--- config.mk ---
export PLATFORM = sky130hd
export DESIGN_NAME = mclk_ratio_detect
export DESIGN_NICKNAME = d
export VERILOG_FILES = /design/src/rtl/mrd_pkg.sv /design/src/rtl/mrd_edge_sync.sv /design/src/rtl/mrd_period_counter.sv /design/src/rtl/mrd_lock_tracker.sv /design/src/rtl/mclk_ratio_detect.sv
export SDC_FILE = /design/constraint.sdc
export NUM_CORES = 1
export LEC_CHECK = 0
export ABC_CLOCK_PERIOD_IN_PS = 2980
export BUFFER_PORTS_ARGS = -buffer_cell sky130_fd_sc_hd__buf_2
export CORE_ASPECT_RATIO = 0.7
export CORE_MARGIN = 8
export CORE_UTILIZATION = 51
export CTS_CLUSTER_DIAMETER = 100
export DETAILED_ROUTE_END_ITERATION = 10
export GPL_TIMING_DRIVEN = 0
export HOLD_SLACK_MARGIN = 0.1
export PLACE_DENSITY = 0.71
export RECOVER_POWER = 25
export REMOVE_ABC_BUFFERS = 1
export SLEW_MARGIN = 20
export SYNTH_ARGS = -nofsm -noshare
export SYNTH_HDL_FRONTEND = slang
export SYNTH_HIERARCHICAL = 1
export SYNTH_SLANG_ARGS = --single-unit
--- constraint.sdc ---
create_clock -name mclk -period 2.98 [get_ports mclk]
set_input_delay 0.596 -clock mclk [delete_from_list [all_inputs] [get_ports mclk]]
set_output_delay 0.596 -clock mclk [all_outputs]
set_load 0.01 [all_outputs]
--- src/rtl/mrd_pkg.sv ---
package mrd_pkg;
  localparam int NUM_RATIOS = 6;
  localparam logic [2:0] CODE_NONE = 3'd7;

  // Nominal master clocks per frame for each ratio index.
  function automatic int ratio_of(input int idx);
    case (idx)
      0:       ratio_of = 128;
      1:       ratio_of = 192;
      2:       ratio_of = 256;
      3:       ratio_of = 384;
      4:       ratio_of = 512;
      5:       ratio_of = 768;
      default: ratio_of = 0;
    endcase
  endfunction

  // Index of the ratio whose +/-tol window holds count, else CODE_NONE.
  function automatic logic [2:0] classify(input int count, input int tol);
    classify = CODE_NONE;
    for (int i = 0; i < NUM_RATIOS; i++) begin
      if ((count + tol >= ratio_of(i)) && (count <= ratio_of(i) + tol))
        classify = 3'(i);
    end
  endfunction
endpackage

--- src/rtl/mrd_edge_sync.sv ---
module mrd_edge_sync (
  input  logic clk,
  input  logic rst_n,
  input  logic din,
  output logic rise
);
  logic meta_q, sync_q, prev_q;

  always_ff @(posedge clk or negedge rst_n) begin
    if (!rst_n) begin
      meta_q <= 1'b0;
      sync_q <= 1'b0;
      prev_q <= 1'b0;
    end else begin
      meta_q <= din;
      sync_q <= meta_q;
      prev_q <= sync_q;
    end
  end

  assign rise = sync_q & ~prev_q;
endmodule

--- src/rtl/mrd_period_counter.sv ---
module mrd_period_counter #(
  parameter int CNT_W = 10
) (
  input  logic             clk,
  input  logic             rst_n,
  input  logic             enable,
  input  logic             rise,
  output logic             meas_evt,
  output logic [CNT_W-1:0] meas_count,
  output logic [CNT_W-1:0] period_cnt
);
  localparam logic [CNT_W-1:0] SAT = {CNT_W{1'b1}};

  logic [CNT_W-1:0] cnt_q;
  logic             started_q;
  logic             edge_evt, sat_evt;

  always_ff @(posedge clk or negedge rst_n) begin
    if (!rst_n) begin
      cnt_q     <= '0;
      started_q <= 1'b0;
    end else if (!enable) begin
      cnt_q     <= '0;
      started_q <= 1'b0;
    end else if (rise) begin
      cnt_q     <= CNT_W'(1);
      started_q <= 1'b1;
    end else if (cnt_q != SAT) begin
      cnt_q     <= cnt_q + 1'b1;
    end
  end

  // A completed frame, or the counter about to saturate with no edge seen.
  assign edge_evt   = enable & rise & started_q;
  assign sat_evt    = enable & ~rise & (cnt_q == SAT - 1'b1);
  assign meas_evt   = edge_evt | sat_evt;
  assign meas_count = edge_evt ? cnt_q : SAT;
  assign period_cnt = cnt_q;
endmodule

--- src/rtl/mrd_lock_tracker.sv ---
module mrd_lock_tracker
  import mrd_pkg::*;
#(
  parameter int LOCK_FRAMES = 2
) (
  input  logic       clk,
  input  logic       rst_n,
  input  logic       enable,
  input  logic       meas_evt,
  input  logic [2:0] meas_code,
  output logic [2:0] code,
  output logic       valid,
  output logic       mute
);
  localparam int MW = $clog2(LOCK_FRAMES + 1);
  localparam logic [MW-1:0] LOCK_N = MW'(LOCK_FRAMES);

  logic [2:0]    code_q, code_d;
  logic [MW-1:0] match_q, match_d;
  logic          valid_q, valid_d, mute_q;

  always_comb begin
    code_d  = code_q;
    match_d = match_q;
    if (meas_evt) begin
      if (meas_code == CODE_NONE) begin
        code_d  = CODE_NONE;
        match_d = '0;
      end else if (meas_code == code_q) begin
        if (match_q < LOCK_N) match_d = match_q + 1'b1;
      end else begin
        code_d  = meas_code;
        match_d = MW'(1);
      end
    end
    valid_d = meas_evt ? (match_d == LOCK_N) : valid_q;
  end

  always_ff @(posedge clk or negedge rst_n) begin
    if (!rst_n) begin
      code_q  <= CODE_NONE;
      match_q <= '0;
      valid_q <= 1'b0;
      mute_q  <= 1'b1;
    end else if (!enable) begin
      code_q  <= CODE_NONE;
      match_q <= '0;
      valid_q <= 1'b0;
      mute_q  <= 1'b1;
    end else begin
      code_q  <= code_d;
      match_q <= match_d;
      valid_q <= valid_d;
      mute_q  <= ~valid_d;
    end
  end

  assign code  = code_q;
  assign valid = valid_q;
  assign mute  = mute_q;
endmodule

--- src/rtl/mclk_ratio_detect.sv ---
module mclk_ratio_detect
  import mrd_pkg::*;
#(
  parameter int CNT_W       = 10,
  parameter int TOL         = 8,
  parameter int LOCK_FRAMES = 2
) (
  input  logic       mclk,
  input  logic       rst_n,
  input  logic       enable,
  input  logic       lrclk_raw,
  output logic [2:0] ratio_code,
  output logic       lock_valid,
  output logic       mute
);
  logic             frame_rise;
  logic             meas_evt;
  logic [CNT_W-1:0] meas_count;
  logic [CNT_W-1:0] period_cnt;
  logic [2:0]       meas_code;

  mrd_edge_sync u_sync (
    .clk  (mclk),
    .rst_n(rst_n),
    .din  (lrclk_raw),
    .rise (frame_rise)
  );

  mrd_period_counter #(.CNT_W(CNT_W)) u_cnt (
    .clk       (mclk),
    .rst_n     (rst_n),
    .enable    (enable),
    .rise      (frame_rise),
    .meas_evt  (meas_evt),
    .meas_count(meas_count),
    .period_cnt(period_cnt)
  );

  assign meas_code = classify(int'(meas_count), TOL);

  mrd_lock_tracker #(.LOCK_FRAMES(LOCK_FRAMES)) u_lock (
    .clk      (mclk),
    .rst_n    (rst_n),
    .enable   (enable),
    .meas_evt (meas_evt),
    .meas_code(meas_code),
    .code     (ratio_code),
    .valid    (lock_valid),
    .mute     (mute)
  );
endmodule

* Word level (Yosys, flattened, before mapping)
Index checks and enable logic that the tools add are counted. Widths: inputs -> output; s select.
Word-level totals: bits in registers 21, output and inout port bits 5, input bits 4
Operators by class: order comparisons 13, multiplexer cells 24, equality and inequality tests 9, add/subtract/negate cells 3, reductions and logical operators 7, bitwise operators 9
Operators with widths (count):
- $ge 32x10->1 const B | 2
- $ge 32x9->1 const B | 2
- $mux 10 | 4
- $ge 32x11->1 const B | 1
- $mux 3 | 10
- $le 10x10->1 const B | 2
- $le 10x8->1 const B | 2
- $le 10x9->1 const B | 2
- $add 10x4->11 const B | 1
- $ge 11x10->1 const B | 1
- $add 10x1->10 const B | 1
- $eq 10x10->1 const B | 1
- $mux 2 | 5
- $ne 10x10->1 const B | 1
- $logic_and 1x1->1 | 6
- $and 1x1->1 | 5
- $mux 1 | 5
- $ne 2x1->1 const B | 2
- $eq 3x3->1 | 1
- $eq 3x3->1 const B | 1
- $ne 3x1->1 const B | 1
- $ne 3x2->1 const B | 1
- $not 1->1 | 3
- $add 2x1->2 const B | 1
- other kinds (4) | 4

* Depth between registers and ports, before layout
depth after elaboration 22, mapped depth 14, mapped depth without buffers 13

* Cells and area by module
Netlist, hierarchy kept.
Modules (own cells, without submodules):
- mrd_period_counter | times used 1, cells an instance 79, area each 710.7 µm², seq. area each 275.3 µm²
- mrd_lock_tracker | times used 1, cells an instance 37, area each 380.4 µm², seq. area each 180.2 µm²
- mclk_ratio_detect | times used 1, cells an instance 49, area each 340.3 µm², seq. area each 0.0 µm²
- mrd_edge_sync | times used 1, cells an instance 4, area each 88.8 µm², seq. area each 75.1 µm²

* Worst setup path after synthesis
No wires, ideal clock.
path type input port to flip-flop, start point input port enable, end point register u_lock.match_q[0], setup time 125 ps, slack 47 ps, stages 12, data arrival time 2808 ps, path through nand3_1 -> clkbuf_1 -> or2_2 -> buf_6 -> and3_4 -> or4_4 -> a31oi_2 -> a21boi_1 -> o31ai_2 -> xnor2_1 -> and4_1 -> a21oi_2
Between the ends: cells in the longest elaborated chain, start to end 17
RTL lines:
- start, declared | line mclk_ratio_detect.sv:10 | input logic enable,
- $and 1x1->1 * (2 in a row) | line mrd_period_counter.sv:34 | assign edge_evt = enable & rise & started_q;
- $mux 10 * | line mrd_period_counter.sv:37 | assign meas_count = edge_evt ? cnt_q : SAT;
- named net meas_count[6] | line mclk_ratio_detect.sv:18 | logic [CNT_W-1:0] meas_count;
- $add 10x4->11 | line mrd_pkg.sv:22 | if ((count + tol >= ratio_of(i)) && (count <= ratio_of(i) + tol))
- $ge 32x9->1 | line mrd_pkg.sv:22
- $logic_and 1x1->1 | line mrd_pkg.sv:22
- $mux 3 (5 in a row) | line mrd_pkg.sv:22
- $mux 3 * | line mrd_pkg.sv:22
- named net meas_code[0] | line mclk_ratio_detect.sv:20 | logic [2:0] meas_code;
- $eq 3x3->1 | line mrd_lock_tracker.sv:29 | end else if (meas_code == code_q) begin
- $mux 2 | line mrd_lock_tracker.sv:29
- $mux 2 * | line mrd_lock_tracker.sv:26 | if (meas_code == CODE_NONE) begin
- $mux 2 * | line mrd_lock_tracker.sv:25 | if (meas_evt) begin
- $mux 2 * | line mrd_lock_tracker.sv:45 | end else if (!enable) begin
- end signal, assigned | line mrd_lock_tracker.sv:52 | match_q <= match_d;
- end, declared | line mrd_lock_tracker.sv:19 | logic [MW-1:0] match_q, match_d;
Mark *: on every way through the listed nets, which the timed path passes. The rest lies on a longest branch. A chain may end at the register's enable or synchronous reset.

* Final worst setup path
start point input port enable, end point register u_lock.mute_q (netlist: u_lock/mute)
Between the ends: cells in the longest elaborated chain, start to end 20
RTL lines:
- $and 1x1->1 * (2 in a row) | line mrd_period_counter.sv:34
- $mux 10 * | line mrd_period_counter.sv:37
- named net meas_count[3] | line mclk_ratio_detect.sv:18
- $add 10x4->11 | line mrd_pkg.sv:22
- $ge 32x9->1 | line mrd_pkg.sv:22
- $logic_and 1x1->1 | line mrd_pkg.sv:22
- $mux 3 (5 in a row) | line mrd_pkg.sv:22
- $mux 3 * | line mrd_pkg.sv:22
- named net meas_code[2] | line mclk_ratio_detect.sv:20
- $eq 3x3->1 | line mrd_lock_tracker.sv:29
- $mux 2 | line mrd_lock_tracker.sv:29
- $mux 2 * | line mrd_lock_tracker.sv:26
- $mux 2 * | line mrd_lock_tracker.sv:25
- $eq 2x2->1 * | line mrd_lock_tracker.sv:36 | valid_d = meas_evt ? (match_d == LOCK_N) : valid_q;
- $mux 1 * | line mrd_lock_tracker.sv:36
- $not 1->1 * | line mrd_lock_tracker.sv:54 | mute_q <= ~valid_d;
- $mux 1 * | line mrd_lock_tracker.sv:45
- end signal, assigned | line mrd_lock_tracker.sv:54
- end, declared | line mrd_lock_tracker.sv:20 | logic valid_q, valid_d, mute_q;
Marks and branches as above.

==> key figures <==
Worst setup path
  • R2r setup slk: 50 ps
  • Reg2reg end: u_lock/mute$_DFF_PN1_
  • Critical path fanouts, max: 13
  • WS Path Type: in2reg
  • Worst Path Arrival: about 3100 ps
  • CP startpoint kind: input pin
  • Max incr delay on CP: ~330 ps
  • Top Family by Delay on Critical Path: simple AND/OR/NAND/NOR gates
  • CP required: 3170 ps
  • Cell chain of the critical path: buf_2 -> nand3_4 -> or2_4 -> ha_1 -> nor3_1 -> o221ai_2 -> a21oi_1 -> nor3b_4 -> xnor2_2 -> nand4b_1 -> o21a_1
  • Worst R2R Path Depth: 11
  • Crit path max-delay cell type: nor3b_4
  • Setup crit end kind: flip-flop
  • CP bufs+invs: 1
  • Reg-to-Reg Start: u_sync/prev_q$_DFF_PN0_

Worst hold path
  • Worst Hold End: u_sync/sync_q$_DFF_PN0_
  • HP Class: reg2reg
  • Hold path start: u_sync/meta_q$_DFF_PN0_
  • Worst Hold Path Cells: 0

Clocking
  • # hold bufs at CTS: 0
  • Clock Path Buffers: 2
  • # clock sinks: 21
  • H-tree depth: 1
  • CTS root buffer: clkbuf_8
  • CTS tree: yes
  • Clock Latency Late Sink: around 260 ps
  • Worst-path clk slew: 70 ps
  • Total CTS buffers: 3

Placed design
  • Port bufs: 8
  • Placed Instances: 206
  • Gpl congestion: 0.820
  • DP Area: 1550 µm²
  • Setup WS pre-CTS: -435 ps
  • DP Wirelength: between 2 and 2.5 mm

Global route
  • Top Usage Layer GRT: met2
  • Met3 global-route usage: 3.06%
  • Total Routing Usage GR: around 14%
  • Met1 Use GR: 19.6%
  • Met2 GRT Util: 20.8%
  • GR Overflow Total: 0
  • Vias in the first global route: 1,179
  • Pin count of the biggest net entering global routing: 22
  • Global-route wire length before repair: roughly 5.6 mm
  • Initial antenna violation count: 0

Synthesis
  • Synth async-reset ratio: 100%
  • Synth unique cells: 54
  • Yosys top cell by area: dfrtp_1
  • Yosys top cell area share: between 20% and 30%
  • Area of the mapped netlist: around 1500 µm²
  • YS warnings: 6
  • Top post-synthesis cells by area: dfrtp_1 (28%), dfstp_2 (6.9%), nand2_1 (4.2%)
  • Syn Inst Count: 169
  • Seq cells post-synth: 21
  • EDFF count, synth: 0
  • Synth top cells by count: dfrtp_1 (17), nand2_1 (17), or2_2 (8), inv_1 (7), nand4_1 (7)
  • Avg Inst Size Synth: 9.00 µm²
  • Post-synth top flop: dfrtp_1
  • Post-synthesis sequential area ratio: 34.9%

Status
  • Outcome: finished clean

Timing
  • Clk_skew: 4.16 ps
  • Unrepaired setup endpoints after global routing: true
  • Tmin final: 2940 ps
  • Final Hold Viols: 0
  • Worst hold margin: 358 ps
  • Final period util: 98.7%
  • Max_slew headroom: 24.6%
  • Slew @ Worst Pin: around 1100 ps
  • Fmax: 0.340 GHz
  • Setup WS post-layout: 38.5 ps
  • Final setup vio count: 0
  • Setup TNS: 0 ps
  • Slew Viols, Final: 0

Drt
  • Initial DRC count: 119
  • Post-route ant nets: 0
  • DRC: 0
  • Drt first pass iters: 4
  • Vias per cell: about 6.4
  • Routed via count: ~1,400
  • DR WL/cell: 17.1 µm
  • DRT Wirelength: 3.76 mm

Finish
  • Synth-to-Final Area Change: 19.3%
  • Final core occ: 64.2%
  • Fin area: around 1800 µm²
  • N_diodes: 0
  • Layout Nets: 194
  • Non-filler instance count after layout: 220
  • Share of layout cells above drive strength 1: a little under a third

Power
  • Total Power: 0.543 mW
  • Lkg Pwr: 0.716 nW
  • Pwr dens: 300 nW/µm²
  • VDD IR max: 0.290 mV

Floorplanning
  • # IOs: 9
  • DIE WIDTH: 81.3 µm
  • Area of the core: between 2000 and 3000 µm²
  • Full die area: 5010 µm²
  • Row count: 16
  • Die H: between 60 and 70 µm
  • Starting density of the core: 53.9%

Flow run
  • Max_cap viols: 0
==> registers in the layout, summed over array words and instances, names as in the netlist <==
| register | flops |
|---|---|
| u_cnt/period_cnt | 10 |
| u_lock/code | 3 |
| u_lock/match_q | 2 |
| u_cnt/started_q | 1 |
| u_lock/mute | 1 |
| u_lock/valid | 1 |
| u_sync/meta_q | 1 |
| u_sync/prev_q | 1 |
| u_sync/sync_q | 1 |
==> cell type report <==
type	count	area, µm²
multi-input combinational	135	1060
fill	221	1010
sequential	21	531
timing repair buffer	17	106
tap	36	45.0
clock buffer	3	41.3
inverter	7	26.3
clock inverter	1	7.51
==> placed cells by master (no fill, tap or decap), drive strengths merged, types with 5 or more instances in the layout <==
cell    Yosys  final
nor3        6      6
nor2b       5      5
and3        5      5
nor2        5      5
dfrtp      17     17
nand4       7      7
nand3       6      7
buf         6     16
a31oi       7      7
or2         8      8
nand2      17     17
a211oi      6      6
inv         7      7
ha          5      5
o21ai       7      7
a21oi       8      8
==> cells by family after synthesis <==
family	share of synthesized area (%)
compound gates	19.9
fa+ha+maj	4.12
simple gates	31.4
buf+inv	5.27
xor+xnor	1.73
flops	34.9
mux	2.63
==> how the worst max path moves through the flow <==
stage	from	end	slack, ps	cells past startpoint
final	enable	u_lock/mute$_DFF_PN1_	40	11
after global routing	u_sync/prev_q$_DFF_PN0_	u_lock/valid$_DFF_PN0_	-150	11
after CTS	u_sync/prev_q$_DFF_PN0_	u_lock/mute$_DFF_PN1_	5	11
after detailed placement	enable	u_lock/mute$_DFF_PN1_	-440	12
after global placement	enable	u_lock/mute$_DFF_PN1_	-380	12
after floorplan	enable	u_lock/match_q[0]$_DFF_PN0_	120	10
==> report_power, final <==
| group | internal [mW] | leakage (nW) | switching (mW) | total, mW |
|---|---|---|---|---|
| sequential | 0.291 | 0.270 | 0.00851 | 0.300 |
| combinational | 0.0224 | 0.424 | 0.0348 | 0.0572 |
| clock | 0.0942 | 0.0217 | 0.0919 | 0.186 |
==> per-layer routing <==
metal  part of all wire, %  routed length (µm)  up-vias
li1                      -                   -      664
met1                    46                1730      685
met2                    46                1730       55
met3                   6.0                 224       10
met4                   1.9                  71        0
met5                     0                   0        -
==> timing repair <==
item,CTS,global route
setup buffers,0,9
cloned,0,1
setup endpoints to repair,4,4
hold endpoints to repair,0,0
pin swaps,1,5
gates resized for setup,5,22
(Power assumes the default switching activity.)
